`config.mk`:
```
export PLATFORM = sky130hd
export DESIGN_NAME = uart_txq
export DESIGN_NICKNAME = d
export VERILOG_FILES = /design/src/rtl/uart_txq_pkg.sv /design/src/rtl/txq_mem.sv /design/src/rtl/txq_ctrl.sv /design/src/rtl/txq_events.sv /design/src/rtl/uart_txq.sv
export SDC_FILE = /design/constraint.sdc
export NUM_CORES = 1
export LEC_CHECK = 0
export ABC_AREA = 1
export BUFFER_PORTS_ARGS = -buffer_cell sky130_fd_sc_hd__clkbuf_2
export CORE_ASPECT_RATIO = 0.75
export CORE_MARGIN = 2
export CORE_UTILIZATION = 30
export CTS_CLUSTER_SIZE = 30
export DETAILED_ROUTE_END_ITERATION = 8
export PLACE_DENSITY_LB_ADDON = 0.05
export SLEW_MARGIN = 20
export SYNTH_ARGS = -nofsm -noshare
export SYNTH_HDL_FRONTEND = slang
export SYNTH_HIERARCHICAL = 1
export SYNTH_SLANG_ARGS = --single-unit
```
`constraint.sdc`:
```
create_clock -name clk -period 6.9 [get_ports clk]
set_clock_uncertainty 0.1 [all_clocks]
set_input_delay 0 -clock clk [delete_from_list [all_inputs] [get_ports clk]]
set_output_delay 0 -clock clk [all_outputs]
set_load 0.03 [all_outputs]
```
`src/rtl/uart_txq_pkg.sv`:
```
package uart_txq_pkg;
    localparam int TXQ_DATA_W = 8;

    typedef logic [TXQ_DATA_W-1:0] txq_byte_t;

    typedef struct packed {
        logic wm;
        logic empty_evt;
        logic ovf;
    } txq_evt_t;
endpackage

```
`src/rtl/txq_mem.sv`:
```
module txq_mem #(
    parameter int DEPTH = 32,
    parameter int PTR_W = $clog2(DEPTH)
) (
    input  logic                   clk,
    input  logic                   we,
    input  logic [PTR_W-1:0]       waddr,
    input  uart_txq_pkg::txq_byte_t wdata,
    input  logic [PTR_W-1:0]       raddr,
    output uart_txq_pkg::txq_byte_t rdata
);
    uart_txq_pkg::txq_byte_t mem_q [DEPTH];

    always_ff @(posedge clk) begin
        if (we) begin
            mem_q[waddr] <= wdata;
        end
    end

    assign rdata = mem_q[raddr];
endmodule

```
`src/rtl/txq_ctrl.sv`:
```
module txq_ctrl #(
    parameter int DEPTH = 32,
    parameter int PTR_W = $clog2(DEPTH),
    parameter int LVL_W = $clog2(DEPTH + 1)
) (
    input  logic             clk,
    input  logic             rst_n,
    input  logic             push_req,
    input  logic             pop_req,
    input  logic             clr,
    output logic             push_ok,
    output logic             pop_ok,
    output logic [PTR_W-1:0] wr_ptr,
    output logic [PTR_W-1:0] rd_ptr,
    output logic [LVL_W-1:0] lvl_q,
    output logic [LVL_W-1:0] lvl_d,
    output logic             full_q,
    output logic             empty_q
);
    localparam logic [LVL_W-1:0] DEPTH_L = LVL_W'(DEPTH);

    typedef struct packed {
        logic [PTR_W-1:0] wr;
        logic [PTR_W-1:0] rd;
        logic [LVL_W-1:0] lvl;
        logic             full;
        logic             empty;
    } ctrl_st_t;

    ctrl_st_t st_d, st_q;
    logic [PTR_W-1:0] wr_inc, rd_inc;

    generate
        if ((1 << PTR_W) == DEPTH) begin : g_pow2
            assign wr_inc = st_q.wr + 1'b1;
            assign rd_inc = st_q.rd + 1'b1;
        end else begin : g_wrap
            assign wr_inc = (st_q.wr == PTR_W'(DEPTH - 1)) ? '0 : st_q.wr + 1'b1;
            assign rd_inc = (st_q.rd == PTR_W'(DEPTH - 1)) ? '0 : st_q.rd + 1'b1;
        end
    endgenerate

    always_comb begin
        push_ok = push_req && !st_q.full && !clr;
        pop_ok  = pop_req && !st_q.empty && !clr;
        st_d    = st_q;
        if (clr) begin
            st_d.wr  = '0;
            st_d.rd  = '0;
            st_d.lvl = '0;
        end else begin
            if (push_ok) st_d.wr = wr_inc;
            if (pop_ok)  st_d.rd = rd_inc;
            case ({push_ok, pop_ok})
                2'b10:   st_d.lvl = st_q.lvl + 1'b1;
                2'b01:   st_d.lvl = st_q.lvl - 1'b1;
                default: st_d.lvl = st_q.lvl;
            endcase
        end
        st_d.full  = (st_d.lvl == DEPTH_L);
        st_d.empty = (st_d.lvl == '0);
    end

    always_ff @(posedge clk or negedge rst_n) begin
        if (!rst_n) begin
            st_q <= '{wr: '0, rd: '0, lvl: '0, full: 1'b0, empty: 1'b1};
        end else begin
            st_q <= st_d;
        end
    end

    assign wr_ptr  = st_q.wr;
    assign rd_ptr  = st_q.rd;
    assign lvl_q   = st_q.lvl;
    assign lvl_d   = st_d.lvl;
    assign full_q  = st_q.full;
    assign empty_q = st_q.empty;

    // a refused write does not move the level
    a_r5_drop_full: assert property (@(posedge clk) disable iff (!rst_n)
        (push_req && full_q && !pop_req && !clr) |=> (lvl_q == $past(lvl_q)));
    // clear lands in one cycle
    a_r10_clear: assert property (@(posedge clk) disable iff (!rst_n)
        clr |=> (lvl_q == '0 && empty_q));
    // push and pop together keep the count
    a_r12_pushpop: assert property (@(posedge clk) disable iff (!rst_n)
        (push_ok && pop_ok) |=> (lvl_q == $past(lvl_q)));
    // the level never exceeds the depth
    a_r4_bound: assert property (@(posedge clk) disable iff (!rst_n)
        lvl_q <= DEPTH_L);
endmodule

```
`src/rtl/txq_events.sv`:
```
module txq_events #(
    parameter int LVL_W = 6
) (
    input  logic                   clk,
    input  logic                   rst_n,
    input  logic                   clr,
    input  logic                   push_ok,
    input  logic                   pop_ok,
    input  logic                   drop,
    input  logic [LVL_W-1:0]       lvl_q,
    input  logic [LVL_W-1:0]       lvl_d,
    input  logic [LVL_W-1:0]       thresh,
    output uart_txq_pkg::txq_evt_t evt_q
);
    uart_txq_pkg::txq_evt_t evt_d;

    always_comb begin
        evt_d = evt_q;
        if (lvl_d == '0) begin
            evt_d.wm = 1'b0;
        end else if (push_ok && (lvl_d >= thresh)) begin
            evt_d.wm = 1'b1;
        end else if (pop_ok && !push_ok && (lvl_d < thresh)) begin
            evt_d.wm = 1'b0;
        end
        evt_d.empty_evt = (lvl_q != '0) && (lvl_d == '0);
        evt_d.ovf       = drop && !clr;
    end

    always_ff @(posedge clk or negedge rst_n) begin
        if (!rst_n) begin
            evt_q <= '0;
        end else begin
            evt_q <= evt_d;
        end
    end

    // the dry pulse never lasts two cycles
    a_r9_pulse: assert property (@(posedge clk) disable iff (!rst_n)
        evt_q.empty_evt |=> !evt_q.empty_evt);
    // the threshold event is low whenever the queue is empty
    a_r8_wm_zero: assert property (@(posedge clk) disable iff (!rst_n)
        (lvl_q == '0) |-> !evt_q.wm);
endmodule

```
`src/rtl/uart_txq.sv`:
```
module uart_txq #(
    parameter int DEPTH   = 32,
    parameter int FIELD_W = 5
) (
    input  logic               clk,
    input  logic               rst_n,
    input  logic               wr_en,
    input  logic [7:0]         wr_data,
    input  logic               tx_en,
    input  logic               fifo_clr,
    input  logic [FIELD_W-1:0] wm_thresh,
    output logic               out_valid,
    output logic [7:0]         out_data,
    input  logic               out_ready,
    output logic               full,
    output logic               empty,
    output logic [FIELD_W-1:0] level,
    output logic               wm_evt,
    output logic               empty_evt,
    output logic               ovf_evt
);
    localparam int PTR_W = $clog2(DEPTH);
    localparam int LVL_W = $clog2(DEPTH + 1);

    logic             push_ok, pop_ok, pop_req, drop;
    logic [PTR_W-1:0] wr_ptr, rd_ptr;
    logic [LVL_W-1:0] lvl_q, lvl_d, thr_ext;
    uart_txq_pkg::txq_evt_t evt_q;

    assign out_valid = tx_en && !empty;
    assign pop_req   = out_valid && out_ready;
    assign drop      = wr_en && full;
    assign thr_ext   = LVL_W'(wm_thresh);
    assign level     = FIELD_W'(lvl_q);

    txq_ctrl #(.DEPTH(DEPTH), .PTR_W(PTR_W), .LVL_W(LVL_W)) u_ctrl (
        .clk(clk), .rst_n(rst_n), .push_req(wr_en), .pop_req(pop_req),
        .clr(fifo_clr), .push_ok(push_ok), .pop_ok(pop_ok),
        .wr_ptr(wr_ptr), .rd_ptr(rd_ptr), .lvl_q(lvl_q), .lvl_d(lvl_d),
        .full_q(full), .empty_q(empty)
    );

    txq_mem #(.DEPTH(DEPTH), .PTR_W(PTR_W)) u_mem (
        .clk(clk), .we(push_ok), .waddr(wr_ptr), .wdata(wr_data),
        .raddr(rd_ptr), .rdata(out_data)
    );

    txq_events #(.LVL_W(LVL_W)) u_evt (
        .clk(clk), .rst_n(rst_n), .clr(fifo_clr), .push_ok(push_ok),
        .pop_ok(pop_ok), .drop(drop), .lvl_q(lvl_q), .lvl_d(lvl_d),
        .thresh(thr_ext), .evt_q(evt_q)
    );

    assign wm_evt    = evt_q.wm;
    assign empty_evt = evt_q.empty_evt;
    assign ovf_evt   = evt_q.ovf;

    // with transmit disabled the level cannot fall
    a_r3_hold: assert property (@(posedge clk) disable iff (!rst_n)
        (!tx_en && !fifo_clr) |=> (lvl_q >= $past(lvl_q)));
    // the refused-write pulse follows a full queue
    a_r5_ovf_full: assert property (@(posedge clk) disable iff (!rst_n)
        ovf_evt |-> $past(full));
endmodule

```
# After elaboration in Yosys (flattened, before gate mapping)
# Memories as Yosys holds them, arrays and structs flattened.
# Cells that the tools add are included.
# Widths: inputs -> output; s select.
[word_totals]
reg_bits = 21
mem_bits_rw = 256
inputBits = 19
wordCells = 48
mem_count = 1
[mem_list]
columns = ["memory", "depth", "word_bits", "read_ports", "rd_clocked_by_memory_dff", "wr", "line_no", "source"]
rows = [
  ["u_mem.mem_q", 32, 8, 1, 0, 1, "txq_mem.sv:12", "uart_txq_pkg::txq_byte_t mem_q [DEPTH];"],
]
[classes]
n_addsub = 4
n_lt_le_gt_ge = 2
eq_ne = 3
n_mux = 9
reduce_logical = 21
[ops]
columns = ["op", "count"]
rows = [
  ["$mux 16", 1],
  ["$logic_and 1x1->1", 12],
  ["$pmux 6 s2", 1],
  ["$add 5x1->5 const B", 2],
  ["$mux 5", 2],
  ["$add 6x1->6 const B", 1],
  ["$eq 6x6->1 const B", 1],
  ["$ge 6x5->1", 1],
  ["$logic_not 6->1", 1],
  ["$lt 6x5->1", 1],
  ["$reduce_bool 6->1", 1],
  ["$sub 6x1->6 const B", 1],
  ["$mux 1", 5],
  ["$logic_not 1->1", 4],
  ["$reduce_bool 2->1", 2],
  ["$reduce_bool 3->1", 1],
  ["$eq 2x1->1 const B", 1],
  ["$eq 2x2->1 const B", 1],
]

# Depth between registers and ports, before layout
# Gate-level depths: netlist of the first run.
[logic_depth]
ltp_word = 13
mapped_depth = 26
depth_no_buf = 25

# Cells and area by module
# Netlist of the first run, hierarchy kept.
[by_module_without_submodules]
columns = ["mod", "n_inst", "cells_each", "area_per_inst_um2", "seq_area_each_um2"]
rows = [
  ["txq_mem", 1, 914, 10626.4, 7687.4],
  ["txq_ctrl", 1, 167, 1268.7, 451.7],
  ["txq_events", 1, 50, 324.1, 75.1],
  ["uart_txq", 1, 8, 35.0, 0.0],
]

# Worst setup path before layout of the first run
# No wires, ideal clock.
[synth_timing]
kind = "reg2reg"
from = "reg u_ctrl.st_q, in the netlist u_ctrl/full_q"
to = "reg, netlist name u_evt/evt_q[2]"
t_arrival_ps = 3060
path_slack_ps = 3622
path_stages_with_launch = 24
synth_period_minus_slack_ps = 3278
path_cell_list = "dfrtp_1 > inv_1 > nand2_2 > buf_2 > nor2_1 > inv_1 > ha_1 > nand2_1 > inv_1 > nor2_1 > nand3b_1 > nand2_1 > nand2_1 > nand3_1 > nand2_1 > inv_1 > buf_4 > ha_1 > nand2_1 > inv_1 > a21oi_1 > nand3_1 > nand2_1 > a21oi_2"
[synth_rtl]
columns = ["item", "line_no", "source"]
rows = [
  ["start: declaration", "txq_ctrl.sv:30", "ctrl_st_t st_d, st_q;"],
  ["start signal: assignment", "txq_ctrl.sv:66", "st_q <= '{wr: '0, rd: '0, lvl: '0, full: 1'b0, empty: 1'b1};"],
  ["start signal: assignment", "txq_ctrl.sv:68", "st_q <= st_d;"],
]

# Final worst setup path of the first run
[layout_timing]
from = "reg u_ctrl.st_q, in the netlist u_ctrl/empty_q"
to = "reg, netlist name u_evt/evt_q[2]"
[layout_via]
elab_chain_cells = 12
elab_cells_between_ends = 18
[layout_lines]
columns = ["item", "line_no", "source"]
rows = [
  ["$logic_not 1->1 *", "uart_txq.sv:30", "assign out_valid = tx_en && !empty;"],
  ["$logic_and 1x1->1 *", "uart_txq.sv:30", ""],
  ["$logic_and 1x1->1 *", "uart_txq.sv:31", "assign pop_req = out_valid && out_ready;"],
  ["named net pop_req", "uart_txq.sv:25", "logic push_ok, pop_ok, pop_req, drop;"],
  ["$logic_and 1x1->1 * (2 in a row)", "txq_ctrl.sv:45", "pop_ok = pop_req && !st_q.empty && !clr;"],
  ["named net pop_ok", "uart_txq.sv:25", ""],
  ["$eq 2x1->1 / $eq 2x2->1 (equally long branches)", "txq_ctrl.sv:54", "case ({push_ok, pop_ok})"],
  ["$pmux 6 s2 *", "txq_ctrl.sv:54", ""],
  ["$mux 16 *", "txq_ctrl.sv:47", "if (clr) begin"],
  ["named net lvl_d[4]", "uart_txq.sv:27", "logic [LVL_W-1:0] lvl_q, lvl_d, thr_ext;"],
  ["$ge 6x5->1", "txq_events.sv:21", "end else if (push_ok && (lvl_d >= thresh)) begin"],
  ["$logic_and 1x1->1", "txq_events.sv:21", ""],
  ["$mux 1", "txq_events.sv:21", ""],
  ["$mux 1", "txq_events.sv:19", "if (lvl_d == '0) begin"],
]
# The timed path passes the listed nets; every way through them passes the cells marked *.
# A chain may end at the register's enable or synchronous reset.

==> results of run 1 <==
-- cells by family after synthesis --
group	count (synthesis)
and+or+nand+nor	712
DFF	277
buffers and inverters	112
AOI/OAI and AO/OA	23
adders and majority gates	10
xor gates and xnor gates	4
other	1
-- worst register-to-register path, delay by kind of cell (launching register included) --
family | cells | cell delay, ns
adder cells (fa/ha/maj) | 2 | 0.47
AO/OA/AOI/OAI | 1 | 0.12
AND/OR/NAND/NOR | 17 | 1.62
buffers and inverters | 5 | 1.84
flip-flops | 1 | 0.59
-- synth_stat cells, drive strengths merged --
library cell / n
ha: 10
o21ai: 10
dfrtp: 20
nor2: 54
nand3b: 1
buf: 54
nand2: 416
xor2: 2
conb: 1
nand3: 236
inv: 50
edfxtp: 256
dfstp: 1
nand4: 2
clkbuf: 8
or2: 1
a21oi: 13
nor4: 2
xnor2: 2
-- registers in the layout, indices dropped and copies added, names as in the netlist --
register,flops
u_ctrl/rd_ptr,5
u_ctrl/empty_q,1
u_mem/mem_q,256
u_ctrl/wr_ptr,5
u_ctrl/lvl_q,6
u_evt/evt_q,3
u_ctrl/full_q,1
-- power by group through the flow --
stage,sequential (mW),clock [mW],combinational (mW)
2_1_floorplan,1.92,0,0.300
3_3_place_gp,1.93,0,0.419
3_5_place_dp,1.93,0,0.416
4_1_cts,1.90,1.57,0.424
5_1_grt,1.90,1.64,0.470
6_report,1.89,1.53,0.417
-- cells in the final DEF, fill, tap and decap left out, types with 3 or more instances in the layout --
cell and n:
nand3_2 3, clkinv_1 10, a21oi_1 11, clkinv_2 6, nor2_2 3, inv_2 4
clkbuf_2 37, inv_1 43, clkbuf_1 6, nor2_1 49, dlygate4sd3_1 12, ha_1 10
edfxtp_1 256, dfrtp_1 18, o21ai_0 10, nand2_1 408, nand3_1 231, nand2_2 6
clkbuf_16 31, buf_4 6
-- how the worst max path moves through the flow --
stage,cells past startpoint,slack (ns),startpoint,to
finish,25,2.12,u_ctrl/empty_q$_DFF_PN1_,u_evt/evt_q[2]$_DFFE_PN0P_
global route,25,1.68,u_ctrl/empty_q$_DFF_PN1_,u_evt/evt_q[2]$_DFFE_PN0P_
CTS,25,2.11,u_ctrl/empty_q$_DFF_PN1_,u_evt/evt_q[2]$_DFFE_PN0P_
detailed placement,21,3.45,u_ctrl/full_q$_DFF_PN0_,u_evt/evt_q[2]$_DFFE_PN0P_
global placement,21,3.50,u_ctrl/full_q$_DFF_PN0_,u_evt/evt_q[2]$_DFFE_PN0P_
floorplan,23,3.62,u_ctrl/full_q$_DFF_PN0_,u_evt/evt_q[2]$_DFFE_PN0P_
-- metrics by stage --
| stage | hold WS, ns | utilization [%] | worst slack (ns) |
|---|---|---|---|
| finish | 0.140 | 33.8 | 2.12 |
| global route | 0.188 | 33.8 | 1.68 |
| CTS | 0.157 | 33.9 | 2.11 |
| detailed placement | -0.0669 | 31.3 | 3.45 |
| global placement | -0.0453 | 31.3 | 3.50 |
| floorplan | -0.396 | - | 3.62 |
-- metal layers --
layer / vias up / part of all wire (%) / GRT usage (%)
met5: - / 0 / 0
met4: 0 / 1.6 / 3.25
met3: 34 / 4.0 / 2.37
met2: 141 / 39 / 22.8
met1: 4085 / 55 / 28.6
li1: 3941 / - / -
-- layout make-up --
| type | instances | area, µm² | share of cell area, % |
|---|---|---|---|
| well taps | 528 | 661 | 4.82 |
| clock inverters | 18 | 113 | 0.821 |
| multi-input cells | 750 | 3370 | 24.6 |
| flip-flops and latches | 277 | 8220 | 59.9 |
| repair buffers | 56 | 355 | 2.59 |
| diodes | 1 | 2.50 | 0.0182 |
| clock buffers | 37 | 798 | 5.82 |
| inverters | 50 | 194 | 1.41 |
==> results.yml, run 1 <==
placed_design:
  dpl.hpwl_um: 20600
  gp_congestion: 0.768
  dpl_cell_area_um2: 12700
  port_buffers: 37
  dp.cells: 1648
synth:
  synth-seq-cells: 277
  synth_top_cell_by_area: "edfxtp_1"
  synth_top_family_by_area: "simple AND/OR/NAND/NOR gates"
  synthSimpleGateAreaFrac_pct: 25.1
  seq_area_frac_synth_pct: 67.0
  synth.net_count: 1168
  synth_fa_ha_area_share_pct: 1.02
  synthCells: 1139
  synth_top_area_share_pct: 62.7
  synth.distinct_cells: 31
  synth_compound_area_share_pct: 1.00
  synth_area_leaders: "edfxtp_1 (63%), nand2_1 (12%), nand3_1 (9.4%)"
  synth.area.mux_share_pct: 0
  yosysWarningCount: 6
  avgSynthCellArea_um2: 10.8
  synth-xor-area-share_pct: 0.347
  synth_area_um2: 12300
final_layout:
  drive_above_1_share_pct: 9.68
  area_growth_pct: 11.9
  final_cells: 1717
  fillers: 4136
  nets: 1195
  design_area_um2: 13700
hold_path:
  hp-class: "in2reg"
  min-delay-start: "wr_data[6]"
  whs_path_depth: 1
  hold_end: "u_mem/mem_q[5][6]$_DFFE_PP_"
clock_network:
  holdBufCountCts: 13
  cts_sinks: 277
  clkLatencyLatePin_ns: 0.57
  cts_tree: "yes"
  clock-root-buffer: "clkbuf_16"
  cts_resized: 0
  path_clk_slew_ns: 0.06
  cts_setup_buffers: 0
  htreeDepth: 1
  cts_buffers: 31
  clock_path_buffers: 3
drt:
  postRouteAntennaNets: 0
  drt_iter0_markers: 617
  drtPass1Iterations: 5
  drc: 0
  vias_per_cell: 4.78
  wl_um: 35800
  wl_per_cell_um: 20.8
  vias: 8201
timing:
  worst_pin_slew_ns: 1.04
  fin_setup_tns_ns: 0
  finalHoldViolations: 0
  fmax_ghz: 0.209
  period_minus_slack_ns: 4.78
  finalCritPeriodShare_pct: 69.3
  drv_slew: 0
  finalSetupViolations: 0
  rsz0062_at_grt: "false"
  maxSlewHeadroom_pct: 30.3
critical_path:
  reg2regPathDepth: 25
  r2r-end: "u_evt/evt_q[2]$_DFFE_PN0P_"
  reg2reg_from: "u_ctrl/empty_q$_DFF_PN1_"
  crit_top_cell: "nand2_1"
  cp_max_fo: 11
  path_buf_inv: 5
  slowest_stage: "dfstp_2"
  worst_setup_path_end_kind: "register"
  critPathLaunchType: "register"
  path_class: "reg2reg"
  required_ns: 7.31
  critPathMaxStageDelay_ns: 0.59
  crit_arrival_ns: 5.19
  regToRegSetupSlack_ns: 2.12
  path_delay_family: "buffers and inverters"
grt:
  grt_max_degree: 69
  grt_pass1_wl_um: 53300
  grt_use_total_pct: 17.1
  grt_pass1_vias: 7630
  antenna_found_initial: 0
  grt-ovfl-total: 0
floorplan:
  die_h_um: 179
  fp.coreArea_um2: 40500
  die_x_um: 237
  start_util_pct: 30.2
  dieArea_um2: 42500
  rows: 64
  ios: 38
power_and_ir_drop:
  power_frac_clock_pct: 39.9
  seqPwrFrac_pct: 49.3
  vdd_drop_max_v: 0.000188
  power_leakage_nw: 5.12
  switching_share_pct: 26.7
  comb_power_share_pct: 10.8
  power_density_nw_per_um2: 280
  p_int_mw: 2.82
  finalPower_mw: 3.85
  p_sw_mw: 1.03
outcome:
  status: "finished clean"
flow_run:
  cap_violations: 0
Power figures use the tool's default switching activity.
==> run 2, diff against run 1 <==
Settings changed: ABC_AREA 1 to 0.
Clock period 6.9 ns to 3.9 ns, I/O delays scaled along.
==> run 2 against run 1 <==
Net effect:
- routed wire length fell by 22%
- largest cell class unchanged
- synthesized cell count fell by 50%
- critical path depth decreased by 10
- critical path type unchanged
- worst setup slack lost 1.8 ns
- maximum frequency rose by 32%
- worst hold slack lost 0.10 ns
- critical endpoint unchanged
- area after synthesis shrank 7.8%
==> results.yml, run 2 <==
outcome:
  status: "finished clean"
timing:
  finalCritPeriodShare_pct: 93.0
  whs_ns: 0.0379
  fin_setup_tns_ns: 0
  maxSlewHeadroom_pct: 39.4
  rsz0062_at_grt: "false"
  finalSetupViolations: 0
  fmax_ghz: 0.276
  timing.final.ws_setup_ns: 0.274
  finalHoldViolations: 0
  period_minus_slack_ns: 3.63
  worst_pin_slew_ns: 0.906
  drv_slew: 0
power_and_ir_drop:
  vdd_drop_max_v: 0.000365
  power_leakage_nw: 4.24
  power_density_nw_per_um2: 466
drt:
  wl_um: 27800
  drtPass1Iterations: 4
  postRouteAntennaNets: 0
  vias: 5549
  drc: 0
  wl_per_cell_um: 23.9
  drt_iter0_markers: 336
  vias_per_cell: 4.76
grt:
  antenna_found_initial: 4
  grt_use_total_pct: 14.3
  grt_util_met1_pct: 21.4
  grt-busiest-layer: "met2"
  grt_pass1_vias: 5710
  grt_pass1_wl_um: 40300
  grt_max_degree: 68
  met3_usage_pct: 2.85
  met2_usage_pct: 21.9
  grt-ovfl-total: 0
final_layout:
  top_regs: "u_mem/mem_q (256), u_ctrl/lvl_q (6)"
  final_cell_mix: "edfxtp_1 (256), mux4_2 (80), nor2_1 (55), clkbuf_2 (37)"
  diodes: 0
  final_cells: 1165
  area_growth_pct: 17.0
  regMostFlops: "u_mem/mem_q"
  nets: 670
  design_area_um2: 13200
  largest_reg_flops: 256
  drive_above_1_share_pct: 32.4
  final_common_cell: "edfxtp_1"
synth:
  avgSynthCellArea_um2: 20.0
  synth_top_area_share_pct: 68.0
  synthCells: 564
  seq_area_frac_synth_pct: 72.7
  ys.flop_type: "edfxtp_1"
  synth.net_count: 593
  synth_commonest_cells: "edfxtp_1 (256), mux4_2 (80), nor2_1 (55)"
  synth-edff-count: 256
  synth-seq-cells: 277
  synth_top_cell_by_area: "edfxtp_1"
  synth_area_um2: 11300
  synth.distinct_cells: 51
  yosysMostFrequentCell: "edfxtp_1"
  yosysWarningCount: 6
  synth_area_leaders: "edfxtp_1 (68%), mux4_2 (16%), dfrtp_1 (4.4%)"
  ys_async_sr_fraction_pct: 7.58
floorplan:
  fp.coreArea_um2: 37100
  rows: 61
  dieArea_um2: 39300
  die_h_um: 172
  ios: 38
  die_x_um: 228
  start_util_pct: 30.5
placed_design:
  port_buffers: 37
  place_ws_ns: 0.368
  dp.cells: 1103
  gp_congestion: 0.781
  dpl_cell_area_um2: 12200
  dpl.hpwl_um: 17300
critical_path:
  critPathMaxStageDelay_ns: 0.46
  path_buf_inv: 1
  path_class: "reg2reg"
  path_delay_family: "simple AND/OR/NAND/NOR gates"
  crit_arrival_ns: 3.97
  slowest_stage: "or3b_1"
  path_cells: "and3b_1, or3b_1, inv_2, nand2_2, xnor2_1, ha_1, a21oi_1, nor4b_1, a21oi_1, xnor2_1, nor2_1, ha_1, a211oi_2, o21ai_1, o221a_1"
  worst_setup_path_end_kind: "register"
  critPathLaunchType: "register"
  cp_max_fo: 6
  required_ns: 4.25
clock_network:
  htreeDepth: 1
  clock_path_buffers: 3
  cts_sinks: 277
  cts_buffers: 30
  clkLatencyLatePin_ns: 0.56
  cts_resized: 0
  clock-root-buffer: "clkbuf_16"
  path_clk_slew_ns: 0.06
  cts_tree: "yes"
flow_run:
  cap_violations: 0
hold_path:
  hp-class: "in2reg"
[run 2: cell count changes after synthesis, sizes merged, moves of 5 or more]
cell,change
xor2,+5
nand2,-408
mux2,+8
nand2b,+5
o21ai,-8
buf,-31
inv,-39
nand3,-231
mux4,+80
[run 2: worst paths after layout]
path                       cells past startpoint                       from  slack (ns)                           end
setup / recovery                              15   u_ctrl/empty_q$_DFF_PN1_        0.27    u_evt/evt_q[2]$_DFFE_PN0P_
hold / removal                                 1                 wr_data[1]        0.04  u_mem/mem_q[18][1]$_DFFE_PP_
setup reg to reg                              15   u_ctrl/empty_q$_DFF_PN1_        0.27    u_evt/evt_q[2]$_DFFE_PN0P_
hold reg to reg                                2  u_ctrl/lvl_q[5]$_DFF_PN0_        0.51      u_evt/evt_q[1]$_DFF_PN0_
max in group asynchronous                      4                      rst_n        2.82  u_ctrl/rd_ptr[0]$_DFFE_PN0P_
min in group asynchronous                      3                      rst_n        0.36      u_ctrl/empty_q$_DFF_PN1_
[run 2: final cells by class]
| cell class | instances | area [µm²] |
|---|---|---|
| timing repair buffer | 80 | 553 |
| tap | 504 | 631 |
| fill | 3494 | 23900 |
| clock buffer | 38 | 802 |
| sequential | 277 | 8220 |
| multi-input combinational | 241 | 2860 |
| inverter | 11 | 41.3 |
| clock inverter | 14 | 116 |
[run 2: power breakdown]
| part | leakage [nW] | internal, mW | switching [mW] | total [mW] |
|---|---|---|---|---|
| clock network | 0.452 | 1.57 | 1.12 | 2.69 |
| logic | 1.21 | 0.0637 | 0.129 | 0.193 |
| registers | 2.58 | 3.26 | 0.0132 | 3.28 |
| total | 4.24 | 4.89 | 1.27 | 6.16 |
[run 2: timing repair]
| action | CTS | global route |
|---|---|---|
| setup buffers | 0 | 0 |
| hold endpoints to repair | 41 | 0 |
| hold buffers | 10 | 0 |
[run 2: through the flow]
stage,power [mW],util [%]
floorplan,3.43,-
global placement,3.53,32.9
detailed placement,3.53,32.9
CTS,6.26,35.7
global route,6.39,35.6
finish,6.16,35.6
[run 2: logic make-up after synthesis]
kind of cell             after synthesis  share of synthesized area [%]
AND/OR/NAND/NOR                      103                           4.64
other                                  1                         0.0332
flip-flops                           277                           72.7
XOR/XNOR                              13                           1.01
multiplexers                          90                           16.9
AO/OA/AOI/OAI                         24                           1.57
adder cells (fa/ha/maj)               10                           1.11
buffers and inverters                 46                           2.05
[run 2: per-layer routing]
| metal | vias up | wire (µm) |
|---|---|---|
| li1 | 2438 | - |
| met1 | 2961 | 13600 |
| met2 | 123 | 12400 |
| met3 | 27 | 1460 |
| met4 | 0 | 408 |
| met5 | - | 0 |
==> run 3, diff against run 2 <==
Settings changed: CORE_UTILIZATION 30 to 25.
==> run 3 against run 2 <==
Net effect:
- first-iteration DRC count increased by 8.9%
- worst hold slack improved by 0.015 ns
- worst setup slack lost 0.15 ns
- critical endpoint unchanged
- largest cell class unchanged
- die area up 20%
- combinational power grew 4%
- maximum frequency is 4.1% lower
- cell area grew 1.4%
- critical path depth is the same
- sequential share of layout area down 0.85 points
- clock power rose by 6%
- sequential cell count did not move
- routed wire length rose by 5.1%
==> results.yml, run 3 (synthesis gave the netlist of run 2 again) <==
clock_network:
  clock_path_buffers: 3
  clock-root-buffer: "clkbuf_16"
  holdBufCountCts: 11
  cts_resized: 0
  cts_tree: "yes"
  clkLatencyLatePin_ns: 0.55
  path_clk_slew_ns: 0.06
  htreeDepth: 1
  cts_buffers: 31
  cts_sinks: 277
  cts_setup_buffers: 0
outcome:
  status: "finished clean"
timing:
  drv_slew: 0
  rsz0062_at_grt: "false"
  finalHoldViolations: 0
  finalSetupViolations: 0
  fmax_ghz: 0.264
  period_minus_slack_ns: 3.78
  fin_setup_tns_ns: 0
  whs_ns: 0.0529
  finalCritPeriodShare_pct: 97.0
  maxSlewHeadroom_pct: 35.4
  worst_pin_slew_ns: 0.969
  timing.final.ws_setup_ns: 0.119
final_layout:
  area_growth_pct: 18.6
  final_common_cell: "edfxtp_1"
  largest_reg_flops: 256
  multi_input_area_um2: 2860
  design_area_um2: 13400
  drive_above_1_share_pct: 32.5
  diodes: 0
  regArea_um2: 8220
  regMostFlops: "u_mem/mem_q"
  fillers: 4394
  final_cell_mix: "edfxtp_1 (256), mux4_2 (80), nor2_1 (55), clkbuf_2 (37), buf_4 (33)"
  top_regs: "u_mem/mem_q (256), u_ctrl/lvl_q (6)"
  nets: 673
grt:
  grt_max_degree: 61
  antenna_found_initial: 1
  grt_pass1_vias: 5765
  grt-ovfl-total: 0
  grt_use_total_pct: 12.6
  grt_pass1_wl_um: 41800
drt:
  vias_per_cell: 4.46
  postRouteAntennaNets: 0
  wl_um: 29200
  drc: 0
  wl_per_cell_um: 23.3
  drtPass1Iterations: 4
  drt_iter0_markers: 366
  vias: 5585
placed_design:
  dpl_cell_area_um2: 12300
  gp_congestion: 0.768
  place_ws_ns: 0.264
  dpl.hpwl_um: 18500
  port_buffers: 37
critical_path:
  regToRegSetupSlack_ns: 0.12
  required_ns: 4.24
  crit_arrival_ns: 4.12
  path_class: "reg2reg"
  worst_setup_path_end_kind: "register"
  cp_max_fo: 6
  critPathLaunchType: "register"
floorplan:
  die_h_um: 188
  ios: 38
  die_x_um: 250
  dieArea_um2: 46900
  start_util_pct: 25.3
  rows: 67
  fp.coreArea_um2: 44700
power_and_ir_drop:
  vdd_drop_max_v: 0.000309
  power_density_nw_per_um2: 472
  power_leakage_nw: 4.29
flow_run:
  cap_violations: 0
hold_path:
  hp-class: "in2reg"
run 3: cell types whose count changed in the layout (fill, tap and decap cells not counted):
cell           previous run  this run
clkinv_2                  5         7
dfrtp_2                   2         1
bufinv_16                 2         4
buf_12                    2         1
clkinvlp_4                0         1
dlygate4sd3_1             9        11
dfrtp_1                  17        18
buf_2                     1         0
buf_4                    31        33
clkinv_4                  1         0
run 3: power by group:
group,internal (mW),switching (mW)
Clock,1.71,1.14
Sequential,3.26,0.0138
Combinational,0.0645,0.136
Total,5.04,1.29
run 3: per-layer routing:
metal	wire length (µm)	vias up	GRT usage, %
met3	1020	44	2.36
met2	12800	121	18.7
met5	0	-	0
met1	14800	2977	19.1
met4	550	0	2.55
li1	-	2443	-
run 3: stage by stage:
| stage | utilization (%) | instances | power (mW) |
|---|---|---|---|
| 6_report | 30.0 | 1253 | 6.33 |
| 3_3_place_gp | 27.5 | 1186 | 3.53 |
| 5_1_grt | 30.0 | 1253 | 6.57 |
| 3_5_place_dp | 27.5 | 1186 | 3.54 |
| 4_1_cts | 30.0 | 1253 | 6.44 |
| 2_1_floorplan | - | 564 | 3.43 |
run 3: critical path: stages, from the launching register on:
cell and delay (ns):
dfstp_2 0.39, and3b_1 0.21, or3b_1 0.46, inv_2 0.14
nand2_2 0.10, xnor2_1 0.14, ha_1 0.23, a21oi_1 0.30
nor4b_1 0.39, a21oi_1 0.12, xnor2_1 0.17, nor2_1 0.23
ha_1 0.29, nand4_1 0.12, a21oi_1 0.06, o221a_1 0.22
run 3: worst paths after layout:
kind / end / startpoint / depth (start not counted)
worst max-delay path: u_evt/evt_q[2]$_DFFE_PN0P_ / u_ctrl/empty_q$_DFF_PN1_ / 15
worst min-delay path: u_evt/evt_q[2]$_DFFE_PN0P_ / wm_thresh[1] / 6
worst max register to register: u_evt/evt_q[2]$_DFFE_PN0P_ / u_ctrl/empty_q$_DFF_PN1_ / 15
worst min register to register: u_evt/evt_q[2]$_DFFE_PN0P_ / u_evt/evt_q[2]$_DFFE_PN0P_ / 1
max in group asynchronous: u_ctrl/rd_ptr[0]$_DFFE_PN0P_ / rst_n / 4
min in group asynchronous: u_ctrl/empty_q$_DFF_PN1_ / rst_n / 3
run 3: area by class of cell:
| cell class | count | area share (%) |
|---|---|---|
| Clock buffer | 38 | 5.99 |
| Clock inverter | 18 | 1.38 |
| Inverter | 11 | 0.308 |
| Multi-Input combinational cell | 241 | 21.3 |
| Sequential cell | 277 | 61.3 |
| Tap cell | 586 | 5.47 |
| Timing Repair Buffer | 82 | 4.20 |
